===== src/rtl/intr_steer_pkg.sv =====
package intr_steer_pkg;

  localparam int OFS_W = 4;

  typedef enum logic [OFS_W-1:0] {
    OFS_NORM   = 4'd0,
    OFS_FAST   = 4'd1,
    OFS_RAW    = 4'd2,
    OFS_ROUTE  = 4'd3,
    OFS_EN_SET = 4'd4,
    OFS_EN_CLR = 4'd5,
    OFS_SW_SET = 4'd6,
    OFS_SW_CLR = 4'd7,
    OFS_PROT   = 4'd8
  } ofs_e;

endpackage


===== src/rtl/intr_steer_sync.sv =====
module intr_steer_sync #(
  parameter int W      = 32,
  parameter int STAGES = 2
) (
  input  logic         clk,
  input  logic         rst_n,
  input  logic [W-1:0] d_async,
  output logic [W-1:0] q_sync
);

  localparam int LAST = STAGES - 1;

  logic [W-1:0] stg [STAGES];

  always_ff @(posedge clk or negedge rst_n) begin
    if (!rst_n) stg[0] <= '0;
    else        stg[0] <= d_async;
  end

  for (genvar s = 1; s < STAGES; s++) begin : g_stage
    always_ff @(posedge clk or negedge rst_n) begin
      if (!rst_n) stg[s] <= '0;
      else        stg[s] <= stg[s-1];
    end
  end

  assign q_sync = stg[LAST];

endmodule


===== src/rtl/intr_steer_regs.sv =====
module intr_steer_regs
  import intr_steer_pkg::*;
#(
  parameter int W = 32
) (
  input  logic             clk,
  input  logic             rst_n,
  input  logic             wr_en,
  input  logic [OFS_W-1:0] wr_ofs,
  input  logic [W-1:0]     wr_data,
  output logic [W-1:0]     en_q,
  output logic [W-1:0]     sw_q,
  output logic [W-1:0]     route_q,
  output logic             prot_q
);

  function automatic logic [W-1:0] f_set(input logic [W-1:0] cur, input logic [W-1:0] val);
    return cur | val;
  endfunction

  function automatic logic [W-1:0] f_clr(input logic [W-1:0] cur, input logic [W-1:0] val);
    return cur & ~val;
  endfunction

  logic hit_en_set, hit_en_clr, hit_sw_set, hit_sw_clr, hit_route, hit_prot;

  assign hit_en_set = wr_en && (wr_ofs == OFS_EN_SET);
  assign hit_en_clr = wr_en && (wr_ofs == OFS_EN_CLR);
  assign hit_sw_set = wr_en && (wr_ofs == OFS_SW_SET);
  assign hit_sw_clr = wr_en && (wr_ofs == OFS_SW_CLR);
  assign hit_route  = wr_en && (wr_ofs == OFS_ROUTE);
  assign hit_prot   = wr_en && (wr_ofs == OFS_PROT);

  always_ff @(posedge clk or negedge rst_n) begin
    if (!rst_n) begin
      en_q <= '0;
    end else if (hit_en_set) begin
      en_q <= f_set(en_q, wr_data);
    end else if (hit_en_clr) begin
      en_q <= f_clr(en_q, wr_data);
    end
  end

  always_ff @(posedge clk or negedge rst_n) begin
    if (!rst_n) begin
      sw_q <= '0;
    end else if (hit_sw_set) begin
      sw_q <= f_set(sw_q, wr_data);
    end else if (hit_sw_clr) begin
      sw_q <= f_clr(sw_q, wr_data);
    end
  end

  always_ff @(posedge clk or negedge rst_n) begin
    if (!rst_n)         route_q <= '0;
    else if (hit_route) route_q <= wr_data;
  end

  always_ff @(posedge clk or negedge rst_n) begin
    if (!rst_n)        prot_q <= 1'b0;
    else if (hit_prot) prot_q <= wr_data[0];
  end

endmodule


===== src/rtl/intr_steer_status.sv =====
module intr_steer_status
  import intr_steer_pkg::*;
#(
  parameter int W = 32
) (
  input  logic [W-1:0]     hw_s,
  input  logic [W-1:0]     en,
  input  logic [W-1:0]     sw,
  input  logic [W-1:0]     route,
  input  logic             prot,
  input  logic [OFS_W-1:0] rd_ofs,
  output logic [W-1:0]     raw,
  output logic [W-1:0]     norm,
  output logic [W-1:0]     fast,
  output logic [W-1:0]     rdata
);

  function automatic logic [W-1:0] f_merge(input logic [W-1:0] h, input logic [W-1:0] s);
    return h | s;
  endfunction

  function automatic logic [W-1:0] f_norm(input logic [W-1:0] r, input logic [W-1:0] e,
                                          input logic [W-1:0] rt);
    return r & e & ~rt;
  endfunction

  function automatic logic [W-1:0] f_fast(input logic [W-1:0] r, input logic [W-1:0] rt);
    return r & rt;
  endfunction

  assign raw  = f_merge(hw_s, sw);
  assign norm = f_norm(raw, en, route);
  assign fast = f_fast(raw, route);

  always_comb begin
    rdata = '0;
    case (rd_ofs)
      OFS_NORM:   rdata = norm;
      OFS_FAST:   rdata = fast;
      OFS_RAW:    rdata = raw;
      OFS_ROUTE:  rdata = route;
      OFS_EN_SET: rdata = en;
      OFS_SW_SET: rdata = sw;
      OFS_PROT:   rdata = {{(W-1){1'b0}}, prot};
      default:    rdata = '0;
    endcase
  end

endmodule


===== src/rtl/intr_steer.sv =====
module intr_steer
  import intr_steer_pkg::*;
#(
  parameter int W          = 32,
  parameter int SYNC_DEPTH = 2
) (
  input  logic             clk,
  input  logic             rst_n,
  input  logic [W-1:0]     hw_irq,
  input  logic             bus_sel,
  input  logic             bus_wr,
  input  logic [OFS_W-1:0] bus_addr,
  input  logic [W-1:0]     bus_wdata,
  output logic [W-1:0]     bus_rdata,
  output logic [W-1:0]     norm_status,
  output logic             fast_irq
);

  logic           wr_en;
  logic [W-1:0]   hw_s;
  logic [W-1:0]   en_q, sw_q, route_q;
  logic           prot_q;
  logic [W-1:0]   raw_w, norm_w, fast_w;
  logic           fast_any;

  assign wr_en = bus_sel & bus_wr;

  intr_steer_sync #(.W(W), .STAGES(SYNC_DEPTH)) u_sync (
    .clk     (clk),
    .rst_n   (rst_n),
    .d_async (hw_irq),
    .q_sync  (hw_s)
  );

  intr_steer_regs #(.W(W)) u_regs (
    .clk     (clk),
    .rst_n   (rst_n),
    .wr_en   (wr_en),
    .wr_ofs  (bus_addr),
    .wr_data (bus_wdata),
    .en_q    (en_q),
    .sw_q    (sw_q),
    .route_q (route_q),
    .prot_q  (prot_q)
  );

  intr_steer_status #(.W(W)) u_stat (
    .hw_s   (hw_s),
    .en     (en_q),
    .sw     (sw_q),
    .route  (route_q),
    .prot   (prot_q),
    .rd_ofs (bus_addr),
    .raw    (raw_w),
    .norm   (norm_w),
    .fast   (fast_w),
    .rdata  (bus_rdata)
  );

  assign fast_any    = |fast_w;
  assign norm_status = norm_w;

  always_ff @(posedge clk or negedge rst_n) begin
    if (!rst_n) fast_irq <= 1'b0;
    else        fast_irq <= fast_any;
  end

endmodule


===== config.mk =====
export PLATFORM = sky130hd
export DESIGN_NAME = intr_steer
export DESIGN_NICKNAME = d
export VERILOG_FILES = /design/src/rtl/intr_steer_pkg.sv /design/src/rtl/intr_steer_sync.sv /design/src/rtl/intr_steer_regs.sv /design/src/rtl/intr_steer_status.sv /design/src/rtl/intr_steer.sv
export SDC_FILE = /design/constraint.sdc
export NUM_CORES = 1
export LEC_CHECK = 0
export BUFFER_PORTS_ARGS = -buffer_cell sky130_fd_sc_hd__buf_2
export CAP_MARGIN = 0
export CELL_PAD_IN_SITES_DETAIL_PLACEMENT = 1
export CELL_PAD_IN_SITES_GLOBAL_PLACEMENT = 2
export CORE_ASPECT_RATIO = 0.6
export CORE_MARGIN = 3
export CORE_UTILIZATION = 36
export CTS_BUF_LIST = sky130_fd_sc_hd__clkbuf_4
export CTS_CLUSTER_DIAMETER = 50
export DETAILED_ROUTE_END_ITERATION = 8
export GPL_TIMING_DRIVEN = 0
export PLACE_DENSITY = 0.82
export SETUP_SLACK_MARGIN = 0.3
export SLEW_MARGIN = 20
export SYNTH_ARGS = -nofsm -noshare
export SYNTH_HDL_FRONTEND = slang
export SYNTH_SLANG_ARGS = --single-unit

===== constraint.sdc =====
create_clock -name clk -period 2.1 [get_ports clk]
set_clock_uncertainty 0.05 [all_clocks]
set_input_delay 0.42 -clock clk [delete_from_list [all_inputs] [get_ports clk]]
set_output_delay 0.42 -clock clk [all_outputs]
set_load 0.05 [all_outputs]

==> results summary, run 1 <==
The count of unique library cells instantiated by Yosys is 35. The type of element launching the critical path is an input port. The net count after synthesis came out at 749. Ranked by total cell area, the synthesized netlist is headed by sky130_fd_sc_hd__dfrtp_1 (56%), sky130_fd_sc_hd__mux2_2 (4.8%), sky130_fd_sc_hd__a21oi_1 (4.7%).

The post-detailed-placement cell area is 0.00849 mm². The number of DRC markers in iteration 0 came out at 396. Buffers inserted during clock tree synthesis total 17. The final max-slew violation count was 0. TritonCTS built the clock tree. The global-route wire length before repair is 43500 µm. The die area came out at 0.0218 mm². The area inside the core boundary is 0.0193 mm². The final period utilization is 118%. The I/O pin total is 137. Setup repair after global routing could not meet its margin everywhere.

The depth of the worst hold-timing path is 3. The H-tree depth came out at 4. The data required time of the critical path is 1.63 ns. The routed layout has 7143 vias.

Among all flip-flop cells after synthesis, the most frequent one is sky130_fd_sc_hd__dfrtp_1. The number of instances in the synthesized netlist came out at 677. The post-synthesis instance area is 0.00720 mm². For the pin with the worst max-slew slack, the measured transition is 0.782 ns. In this run the clock root is driven by a sky130_fd_sc_hd__clkbuf_4. The later pin in the worst-skew pair is clocked with a latency of 0.62 ns. The most common cell in the synthesized netlist is sky130_fd_sc_hd__dfrtp_1.

The ratio of routed vias to standard cells is 5.62. The first-pass iteration count of the detailed router came out at 5. The setup check on the worst reg-to-reg path leaves a slack of 0.32 ns.

The count of buffers inserted at the top-level ports is 133. The final instance area came out at 0.0115 mm². The number of warnings issued by yosys is 0. Of the cells placed in the final design, the portion with a size suffix greater than 1 is 50.0%. The arrival time of the worst setup path is 2.00 ns. The deepest clock path buffer count is 2. The final estimated routing congestion in global placement is 0.818. The power per unit of standard cell area came out at 887 mW/mm². From left edge to right edge, the die measures 189 µm. VDD sags by at most 464 µV.

The number of hold violations in the final report came to 0. The via count of the first global-routing pass is 7454. The number of antenna violations at the first check in global routing came out at 1.

The initial standard-cell utilization of the core is 37.3%. The total number of nets in the final design is 1062. The number of flip-flops and latches in the synthesized netlist is 162. The capture point of the worst reg-to-reg path is fast_irq. The remaining routing DRC violations came out at 0. Global routing used 26.4% of the available tracks across all layers.

The path class of the tightest hold or removal check is in -> reg. The startpoint identified for the worst hold timing path is bus_wdata[26]. The number of enable flip-flop cells after synthesis is 0. After synthesis, the mean cell area works out to 10.6 µm². The clock sink count came out at 162. After legalization and detailed placement, the total HPWL measured 18500 µm. Entering global routing, the biggest net connects 90 pins.

The worst path in the final design needs a cycle of 2.47 ns, including I/O delays and setup. The routed length per placed instance is 23.8 µm. From synthesis to final layout, the design area changed by 59.7%. The final wirelength came out at 30300 µm. For this run, the register share of the synthesized area comes to 56.3%.

The maximum frequency from static timing analysis is 0.405 GHz. The largest total area in the synthesized netlist belongs to sky130_fd_sc_hd__dfrtp_1. The number of cells on the worst reg-to-reg path is 6.

The flow ran to the end, but the final reports show violations. The startpoint-to-endpoint class of the critical path is in -> out. The setup violation total in the final timing report came out at 39. The leakage power came out at 5.08 nW. The share of synthesized flip-flops with an asynchronous set or reset came out at 100%.

The height of the die is 116 µm. The initialized floorplan defines 39 standard-cell rows. The fraction of post-synthesis cell area in the top cell type by area came out at 56.3%. The type of destination of the critical path is a primary output. The end-of-flow core utilization is 59.5%. The max capacitance violation total is 0.

The critical-path maximum fanout is 7. The detail route stage leaves a number of antenna-violating nets equal to 0. The worst pin sits at a relative slew slack of 47.9%. The sum of overflow across all layers after global routing came out at 0. The clock-pin transition on the worst setup and hold timing paths came out at 0.14 ns.

The worst-case setup margin in the final layout is -0.368 ns. By count the netlist is led by sky130_fd_sc_hd__dfrtp_1 (162), sky130_fd_sc_hd__a21oi_1 (67), sky130_fd_sc_hd__nor2_1 (65). The checks that failed: negative setup slack.
final cells by class:
cell class	instances	area, µm²
tap	266	333
clock buffer	17	128
timing repair buffer	294	2480
sequential	162	4080
buffer	44	412
inverter	28	105
clock inverter	15	200
fill	2048	7830
multi-input combinational	443	3750
antenna	1	2.50
worst max path at each step:
stage,endpoint,startpoint,depth (start not counted),slack [ns]
finish,bus_rdata[24],bus_addr[1],8,-0.37
global route,bus_rdata[8],bus_addr[3],8,-0.42
CTS,bus_rdata[31],bus_addr[3],8,-0.34
detailed placement,bus_rdata[23],bus_addr[1],7,-1.01
global placement,u_sync.stg[54],rst_n,1,-1.92
floorplan,bus_rdata[12],bus_addr[3],5,-0.37
layout by cell type (no fill, tap or decap), types with 9 or more instances in the layout:
master	instances
sky130_fd_sc_hd__o211ai_1	30
sky130_fd_sc_hd__a31oi_1	37
sky130_fd_sc_hd__buf_2	76
sky130_fd_sc_hd__o21ai_1	13
sky130_fd_sc_hd__mux2i_1	27
sky130_fd_sc_hd__nand2_1	29
sky130_fd_sc_hd__dlygate4sd3_1	58
sky130_fd_sc_hd__dfrtp_2	20
sky130_fd_sc_hd__inv_1	16
sky130_fd_sc_hd__o21ai_2	19
sky130_fd_sc_hd__buf_6	38
sky130_fd_sc_hd__buf_8	15
sky130_fd_sc_hd__clkbuf_4	20
sky130_fd_sc_hd__a21oi_1	64
sky130_fd_sc_hd__a22oi_1	23
sky130_fd_sc_hd__nor3b_4	14
sky130_fd_sc_hd__inv_2	12
sky130_fd_sc_hd__o21ai_0	32
sky130_fd_sc_hd__nor3_4	13
sky130_fd_sc_hd__nor2_4	58
sky130_fd_sc_hd__mux2_2	30
sky130_fd_sc_hd__buf_4	121
sky130_fd_sc_hd__clkbuf_1	9
sky130_fd_sc_hd__dfrtp_1	142
cell families (layout without fill, tap and decap cells):
kind of cell	Yosys count	in the layout	share of synthesized area, %
AOI/OAI and AO/OA	233	233	19.2
DFF	162	162	56.3
and+or+nand+nor	148	148	10.3
buffers and inverters	72	398	4.83
muxes	62	62	9.33
other	0	1	0
worst max-delay path, cell delays in order:
cell and delay [ns]:
sky130_fd_sc_hd__buf_8 0.10, sky130_fd_sc_hd__or4b_4 0.55, sky130_fd_sc_hd__buf_12 0.18, sky130_fd_sc_hd__buf_12 0.15, sky130_fd_sc_hd__nor2_4 0.08, sky130_fd_sc_hd__o21ai_2 0.06
sky130_fd_sc_hd__o211ai_1 0.17, sky130_fd_sc_hd__buf_4 0.27
per-layer routing:
layer,share of wire [%],up-vias,global-route usage (%),wire [µm]
met3,6.8,51,6.23,2070
met5,0,-,0,0
met4,1.9,0,6.45,562
met2,48,276,42.9,14500
li1,-,3099,-,-
met1,43,3717,36.2,13200
power breakdown:
group / leakage (nW) / switching, mW / internal (mW)
Sequential: 1.88 / 0.521 / 3.59
Combinational: 3.03 / 2.19 / 1.73
Clock: 0.174 / 1.30 / 0.865
per-stage QoR:
step                setup WS (ns)  hold WS [ns]  power [mW]  instances  setup TNS, ns
detailed placement          -1.01         0.286        6.54       1077         -26.75
CTS                        -0.344      0.000741        9.55       1220          -9.36
finish                     -0.368        0.0304        10.2       1270          -9.48
floorplan                  -0.366        0.0744        5.74        677         -11.04
global route               -0.416      -0.00406        10.6       1269         -11.56
global placement            -1.92         0.282        6.40       1076        -333.14
repair_timing:
action	CTS	global route
setup buffers	55	44
hold buffers	55	3
pin swaps	19	48
gates resized for setup	236	150
hold endpoints to repair	144	4
cloned	1	2
setup endpoints to repair	64	65
(Power assumes the default switching activity.)
==> inputs of run 2 (changes only) <==
--- a/config.mk
+++ b/config.mk
@@ -16,7 +16,7 @@
 export CTS_CLUSTER_DIAMETER = 50
 export DETAILED_ROUTE_END_ITERATION = 8
 export GPL_TIMING_DRIVEN = 0
-export PLACE_DENSITY = 0.82
+export PLACE_DENSITY_LB_ADDON = 0.1
 export SETUP_SLACK_MARGIN = 0.3
 export SLEW_MARGIN = 20
 export SYNTH_ARGS = -nofsm -noshare
==> run 2 against run 1 <==
The run still ends with negative setup slack left. Critical endpoint is now bus_rdata[16]. Cell count down 1.5%. Critical path depth unchanged. First-iteration DRC count grew 36%. Flip-flop and latch count unchanged.
==> results summary, run 2 (synthesized netlist as in run 1, its figures left out) <==
The number of hold violations in the final report is 0 (unchanged). The maximum vdd drop is 424 µV (-8.6%). The detailed-route via count is 6924 (-3.1%). The number of antenna violations at the first check in global routing is 0 (-1). The maximum frequency from static timing analysis was 0.404 GHz (-0.34%). The setup violation total in the final timing report was 35 (-10%). The row count is 39 (unchanged).

The initial standard-cell utilization of the core came out at 37.3% (unchanged). The global-route wire length before repair is 43500 µm (about the same). Among cell families on the critical path, the largest total delay comes from buffers and inverters.

The internal reg-to-reg setup slack was 0.39 ns (+0.07 ns). The shortest clock period the worst path allows after layout is 2.48 ns (+0.00852 ns). The sum of overflow across all layers after global routing came out at 0 (unchanged).

The global-route usage over all layers came out at 26.6% (+0.18 points). The worst-case setup margin in the final layout came out at -0.377 ns (-0.00852 ns). The I/O pin total came out at 137 (unchanged). The H-tree depth came out at 4 (unchanged). The type of destination of the critical path is a primary output. The detailed-placement wirelength estimate is 18200 µm (-1.3%). The count of buffers inserted at the top-level ports came out at 133 (unchanged).

The type of element launching the critical path is an input port. The routed length per placed instance came out at 23.3 µm (-2.3%). The largest incremental delay on the critical path is 0.54 ns (about the same). The startpoint identified for the worst hold timing path is bus_wdata[0]. The buffer cell driving the clock tree root is sky130_fd_sc_hd__clkbuf_4. The critical-path maximum fanout came out at 7 (unchanged). The depth of the worst hold-timing path came to 2 (-1). Walking the worst path, the cells encountered are buf_12 > or4b_4 > buf_12 > buf_12 > nor2_4 > o21ai_1 > o211ai_1 > buf_4. The power per unit of standard cell area came to 881 mW/mm² (-0.67%). The arrival time of the worst setup path was 2.01 ns (about the same). The final wirelength came out at 29100 µm (-3.8%). The ratio of routed vias to standard cells is 5.53 (-1.6%). The final estimated routing congestion in global placement came out at 0.834 (+2.0%).

The max capacitance violation total came out at 0 (unchanged). The relative slew slack came to 41.6% (-6.3 points). TritonCTS built the clock tree.

Setup repair after global routing could not meet its margin everywhere. The number of placed instances with taps included is 1077 (unchanged). The die area is 0.0218 mm² (unchanged). The run finished, with violations left. The final total power came out at 9.84 mW (-3.5%). The measured slew at the worst slew-check pin came to 0.876 ns (+0.0947 ns).

The total number of nets in the final design came out at 1044 (-1.7%). From synthesis to final layout, the design area changed by 55.2%. The worst register-to-register path ends at fast_irq.

The number of diodes came to 0 (-1). The path class of the tightest hold or removal check is in -> reg. The deepest clock path buffer count is 2 (unchanged). The clock latency on the worst-skew pair is 0.63 ns (about the same). The count of nets left with antenna violations after detail routing came out at 0 (unchanged). The library cells used most frequently in the layout, excluding fill and tap cells, are sky130_fd_sc_hd__dfrtp_1 (148), sky130_fd_sc_hd__buf_4 (105), sky130_fd_sc_hd__buf_2 (75), sky130_fd_sc_hd__a21oi_1 (64), sky130_fd_sc_hd__dlygate4sd3_1 (57). The clock buffer count from CTS came out at 17 (unchanged). The slowest stage of the critical path is the sky130_fd_sc_hd__or4b_4 cell. The checks that failed: negative setup slack. The final max-slew violation count came to 0 (unchanged).

The clock sink count came to 162 (unchanged). The remaining routing DRC violations is 0 (unchanged). The worst setup path is of the in -> out kind.

The chip width is 189 µm (unchanged). The cell type with the highest occurrence count on the critical path is sky130_fd_sc_hd__buf_12. The setup total negative slack is -9.22 ns (+0.265 ns). The clock-pin transition on the worst setup and hold timing paths was 0.13 ns (about the same). The library cell used most frequently in the layout, excluding fill and tap cells, is sky130_fd_sc_hd__dfrtp_1. The data required time of the critical path came out at 1.63 ns (about the same).

The number of buffers and inverters on the critical path came out at 4 (unchanged). The via count of the first global-routing pass is 7366 (-1.2%). The height of the die came out at 116 µm (unchanged).

The maximum number of pins on one net before global-route repair came out at 97 (+7.8%). The number of cells on the worst reg-to-reg path is 6 (unchanged). The non-filler instance count after layout came out at 1251 (-1.5%). The number of DRC markers in iteration 0 is 537 (+36%). The layout cell share with drive strength beyond 1 came out at 47.2% (-2.7 points). The first-pass iteration count of the detailed router is 5 (unchanged). The leakage power came to 4.94 nW (-2.7%).

The final period utilization came out at 118% (+0.41 points). The area inside the core boundary was 0.0193 mm² (unchanged).
==> run 2: stage by stage <==
| step | area (µm²) | setup slack (ns) | hold slack (ns) | util (%) |
|---|---|---|---|---|
| floorplan | 7450 | -0.366 | 0.0744 | - |
| global placement | 8450 | -1.97 | 0.282 | 43.7 |
| detailed placement | 8490 | -0.987 | 0.286 | 43.9 |
| CTS | 10600 | -0.317 | 0.000498 | 54.7 |
| global route | 11200 | -0.411 | 0.00430 | 57.8 |
| finish | 11200 | -0.377 | 0.0376 | 57.8 |
==> run 2: timing repair <==
item	4_1_cts	5_1_grt
hold buffers	57	0
setup buffers	53	29
pin swaps	33	31
endpoints found under the setup margin	64	65
cloned	2	1
endpoints found under the hold margin	143	0
gates resized for setup	236	110
==> run 2: layout make-up <==
type | count | area (µm²)
well taps | 266 | 333
multi-input cells | 443 | 3630
clock inverters | 13 | 159
flip-flops and latches | 162 | 4070
inverters | 28 | 105
fillers | 2063 | 8150
clock buffers | 19 | 143
repair buffers | 276 | 2320
plain buffers | 44 | 408
==> run 2: where the power goes <==
group | leakage [nW] | switching (mW) | internal (mW)
Combinational | 2.91 | 2.08 | 1.59
Sequential | 1.89 | 0.510 | 3.58
Clock | 0.151 | 1.23 | 0.849
Total | 4.94 | 3.82 | 6.02
==> run 2: how the worst max path moves through the flow <==
stage                      from               end  slack, ns  depth (start not counted)
detailed placement  bus_addr[1]     bus_rdata[16]      -0.99                          7
CTS                 bus_addr[3]     bus_rdata[16]      -0.32                          8
global route        bus_addr[1]     bus_rdata[16]      -0.41                          7
global placement          rst_n  u_sync.q_sync[8]      -1.97                          1
finish              bus_addr[3]     bus_rdata[16]      -0.38                          8
floorplan           bus_addr[3]     bus_rdata[12]      -0.37                          5
==> run 2: per-layer routing <==
layer / vias to the layer above / track usage (%) / wire length (µm)
met4: 0 / 8.82 / 515
met3: 41 / 5.71 / 1570
met1: 3598 / 37.2 / 13800
met2: 219 / 41.6 / 13200
met5: - / 0 / 0
li1: 3066 / - / -
==> inputs of run 3 (changes only) <==
--- a/config.mk
+++ b/config.mk
@@ -11,9 +11,10 @@
 export CELL_PAD_IN_SITES_GLOBAL_PLACEMENT = 2
 export CORE_ASPECT_RATIO = 0.6
 export CORE_MARGIN = 3
-export CORE_UTILIZATION = 36
+export CORE_UTILIZATION = 39
 export CTS_BUF_LIST = sky130_fd_sc_hd__clkbuf_4
 export CTS_CLUSTER_DIAMETER = 50
+export CTS_CLUSTER_SIZE = 28
 export DETAILED_ROUTE_END_ITERATION = 8
 export GPL_TIMING_DRIVEN = 0
 export PLACE_DENSITY_LB_ADDON = 0.1
==> constraint.sdc (replaced) <==
create_clock -name clk -period 3.2 [get_ports clk]
set_clock_uncertainty 0.05 [all_clocks]
set_input_delay 0.64 -clock clk [delete_from_list [all_inputs] [get_ports clk]]
set_output_delay 0.64 -clock clk [all_outputs]
set_load 0.05 [all_outputs]
==> run 3 against run 2 <==
The flow now finishes without violations. Sequential power is 36% lower. Clock-buffer cell count shrank 1. First-iteration DRC count fell by 20%. Global-route usage shrank 0.99 points. Worst setup slack improved by 0.66 ns. Largest cell class unchanged.
==> results summary, run 3 (synthesized netlist as in run 1, its figures left out) <==
The flow ran to the end, and the final reports show no timing, DRC or antenna violations. Following the worst setup path forward leads to its endpoint at bus_rdata[16]. The initial standard-cell utilization of the core came out at 40.9% (+3.7 points). The number of cells on the worst reg-to-reg path is 4 (-2). The setup total negative slack is 0 ns (+9.22 ns). The final estimated routing congestion in global placement is 0.857 (+2.7%). The worst-case setup margin in the final layout came out at 0.285 ns (+0.662 ns). The setup slack after placement came out at -0.391 ns (+0.596 ns). The sum of overflow across all layers after global routing is 0 (unchanged). The worst hold margin came out at 0.0760 ns (+0.0384 ns). The clock-pin transition on the worst setup and hold timing paths came out at 0.17 ns (+0.04 ns). The area inside the core boundary came out at 0.0176 mm² (-9.0%). The cell type with the highest occurrence count on the critical path is sky130_fd_sc_hd__buf_4. The clock sink count came out at 162 (unchanged).

The clock latency on the worst-skew pair is 0.60 ns (-0.03 ns). Among all stages on the critical path, the largest delay is contributed by sky130_fd_sc_hd__o211ai_1. The detailed-route via count is 6226 (-10%). The number of antenna violations at the first check in global routing came out at 1 (+1). The final period utilization is 91.1%.

Leaving out fill and tap cells, the most frequent cells in the layout are sky130_fd_sc_hd__dfrtp_1 (162), sky130_fd_sc_hd__buf_2 (108), sky130_fd_sc_hd__a21oi_1 (67), sky130_fd_sc_hd__nor2_1 (48), sky130_fd_sc_hd__o21ai_0 (40). The non-filler instance count after layout is 1083 (-13%). The H-tree depth was 4 (unchanged). The largest incremental delay on the critical path is 0.33 ns (-0.21 ns). The final total power is 5.53 mW (-44%). The final wirelength came out at 25500 µm (-13%). Setup repair after global routing could not meet its margin everywhere. The routed length per placed instance was 23.5 µm (+1.0%).

The post-detailed-placement cell area is 0.00830 mm² (-2.2%). TritonCTS built the clock tree. The layout cell share with drive strength beyond 1 is 33.1% (-14 points). The chip width was 181 µm (-3.8%). The data required time of the critical path is 2.51 ns (+0.88 ns). The relative slew slack came to 46.6% (+5.1 points). The setup path with the least slack is of type in -> out. Counting I/O delays and the setup requirement, the final critical path takes 2.91 ns.

The internal reg-to-reg setup slack is 1.53 ns (+1.14 ns). The path type of the worst min-delay path is in -> reg. The maximum number of pins on one net before global-route repair came out at 102 (+5.2%). The detailed-placement wirelength estimate came out at 18100 µm (-0.59%). The arrival time of the worst setup path is 2.22 ns (+0.21 ns). The row count came out at 37 (-5.1%). Walking the worst path, the cells encountered are buf_4 > buf_8 > nor4b_4 > buf_4 > buf_8 > a21oi_1 > o211ai_1 > buf_4. The height of the die is 111 µm (-3.7%).

The number of diodes was 0 (unchanged). The measured slew at the worst slew-check pin is 0.800 ns (-0.0758 ns). The total number of nets in the final design is 908 (-13%). The cell sitting at the root of the clock tree is a sky130_fd_sc_hd__clkbuf_4.

The critical-path maximum fanout is 10 (+3). The post-synthesis to final-layout area growth is 24.0%. The ratio of routed vias to standard cells came to 5.75 (+3.9%). The first-pass iteration count of the detailed router came to 4 (-1).

The count of nets left with antenna violations after detail routing is 0 (unchanged). The die area came out at 0.0202 mm² (-7.4%). The remaining routing DRC violations came out at 0 (unchanged). The end-of-flow core utilization was 50.7% (-7.1 points). The clock buffer count from CTS was 17 (unchanged).

The leakage power came to 4.14 nW (-16%). The setup violation total in the final timing report is 0 (-100%). The maximum vdd drop came out at 369 µV (-13%). The deepest clock path buffer count is 2 (unchanged).

The maximum frequency from static timing analysis is 0.343 GHz. In this run the worst setup path begins at bus_addr[1]. The max capacitance violation total is 0 (unchanged).

The count of buffers inserted at the top-level ports is 133 (unchanged). STA classifies the critical path startpoint as an input port. The via count of the first global-routing pass is 6815 (-7.5%). The global-route wire length before repair came out at 39500 µm (-9.3%). The capture point of the worst reg-to-reg path is fast_irq.

The final instance area came out at 0.00893 mm² (-20%). The number of DRC markers in iteration 0 came out at 432 (-20%). The final max-slew violation count is 0 (unchanged). The number of hold violations in the final report came out at 0 (unchanged). The I/O pin total came to 137 (unchanged). The most common cell after layout, fill and taps aside is sky130_fd_sc_hd__dfrtp_1. The global-route usage over all layers is 25.6% (-0.99 points). The worst setup path is captured at a primary output. The number of placed instances with taps included came out at 1045 (-3.0%). The power per unit of standard cell area came out at 620 mW/mm² (-30%).
-- run 3: cell count changes in the layout (fill, tap and decap cells not counted), sizes merged --
cell	previous run	this run
dlygate4sd3	57	1
clkinv	4	3
inv	30	36
buf	239	163
clkbuf	43	38
clkinvlp	4	2
bufinv	3	1
-- run 3: per-layer routing --
layer / track usage (%) / part of all wire (%) / up-vias
li1: - / - / 2797
met1: 37.2 / 48 / 3215
met2: 38.0 / 44 / 181
met3: 6.72 / 5.9 / 31
met4: 6.49 / 1.5 / 2
met5: 0 / 0.035 / -
-- run 3: power by group --
part           switching [mW]  internal, mW  total [mW]
sequential              0.275          2.34        2.62
clock                   0.839         0.420        1.26
combinational            1.13         0.521        1.65
-- run 3: area by class of cell --
class / count / area (µm²)
Inverter: 28 / 105
Buffer: 44 / 352
Sequential cell: 162 / 4050
Fill cell: 1980 / 8670
Clock inverter: 14 / 143
Timing Repair Buffer: 140 / 852
Clock buffer: 18 / 135
Tap cell: 234 / 293
Multi-Input combinational cell: 443 / 2990
-- run 3: worst min path at each step --
stage / startpoint / end / slack, ns / cells past startpoint
after floorplan: u_sync.stg[32] / u_sync.q_sync[0] / 0.28 / 0
after global placement: u_sync.stg[44] / u_sync.q_sync[12] / 0.28 / 0
after detailed placement: u_sync.stg[44] / u_sync.q_sync[12] / 0.29 / 0
after CTS: hw_irq[25] / u_sync.stg[57] / 0.02 / 1
after global routing: hw_irq[25] / u_sync.stg[57] / 0.02 / 1
final: hw_irq[25] / u_sync.stg[57] / 0.08 / 1
-- run 3: critical path, delay by kind of cell --
family	cells	cell delay, ns
AO/OA/AOI/OAI	2	0.41
AND/OR/NAND/NOR	1	0.24
buffers and inverters	5	0.92
-- run 3: what timing repair did --
item	4_1_cts	5_1_grt
gates cloned	0	1
endpoints found under the setup margin	32	31
buffers inserted	2	2
hold buffers	1	0
hold endpoints to repair	61	0
pin swaps	1	10
resized for setup	36	86
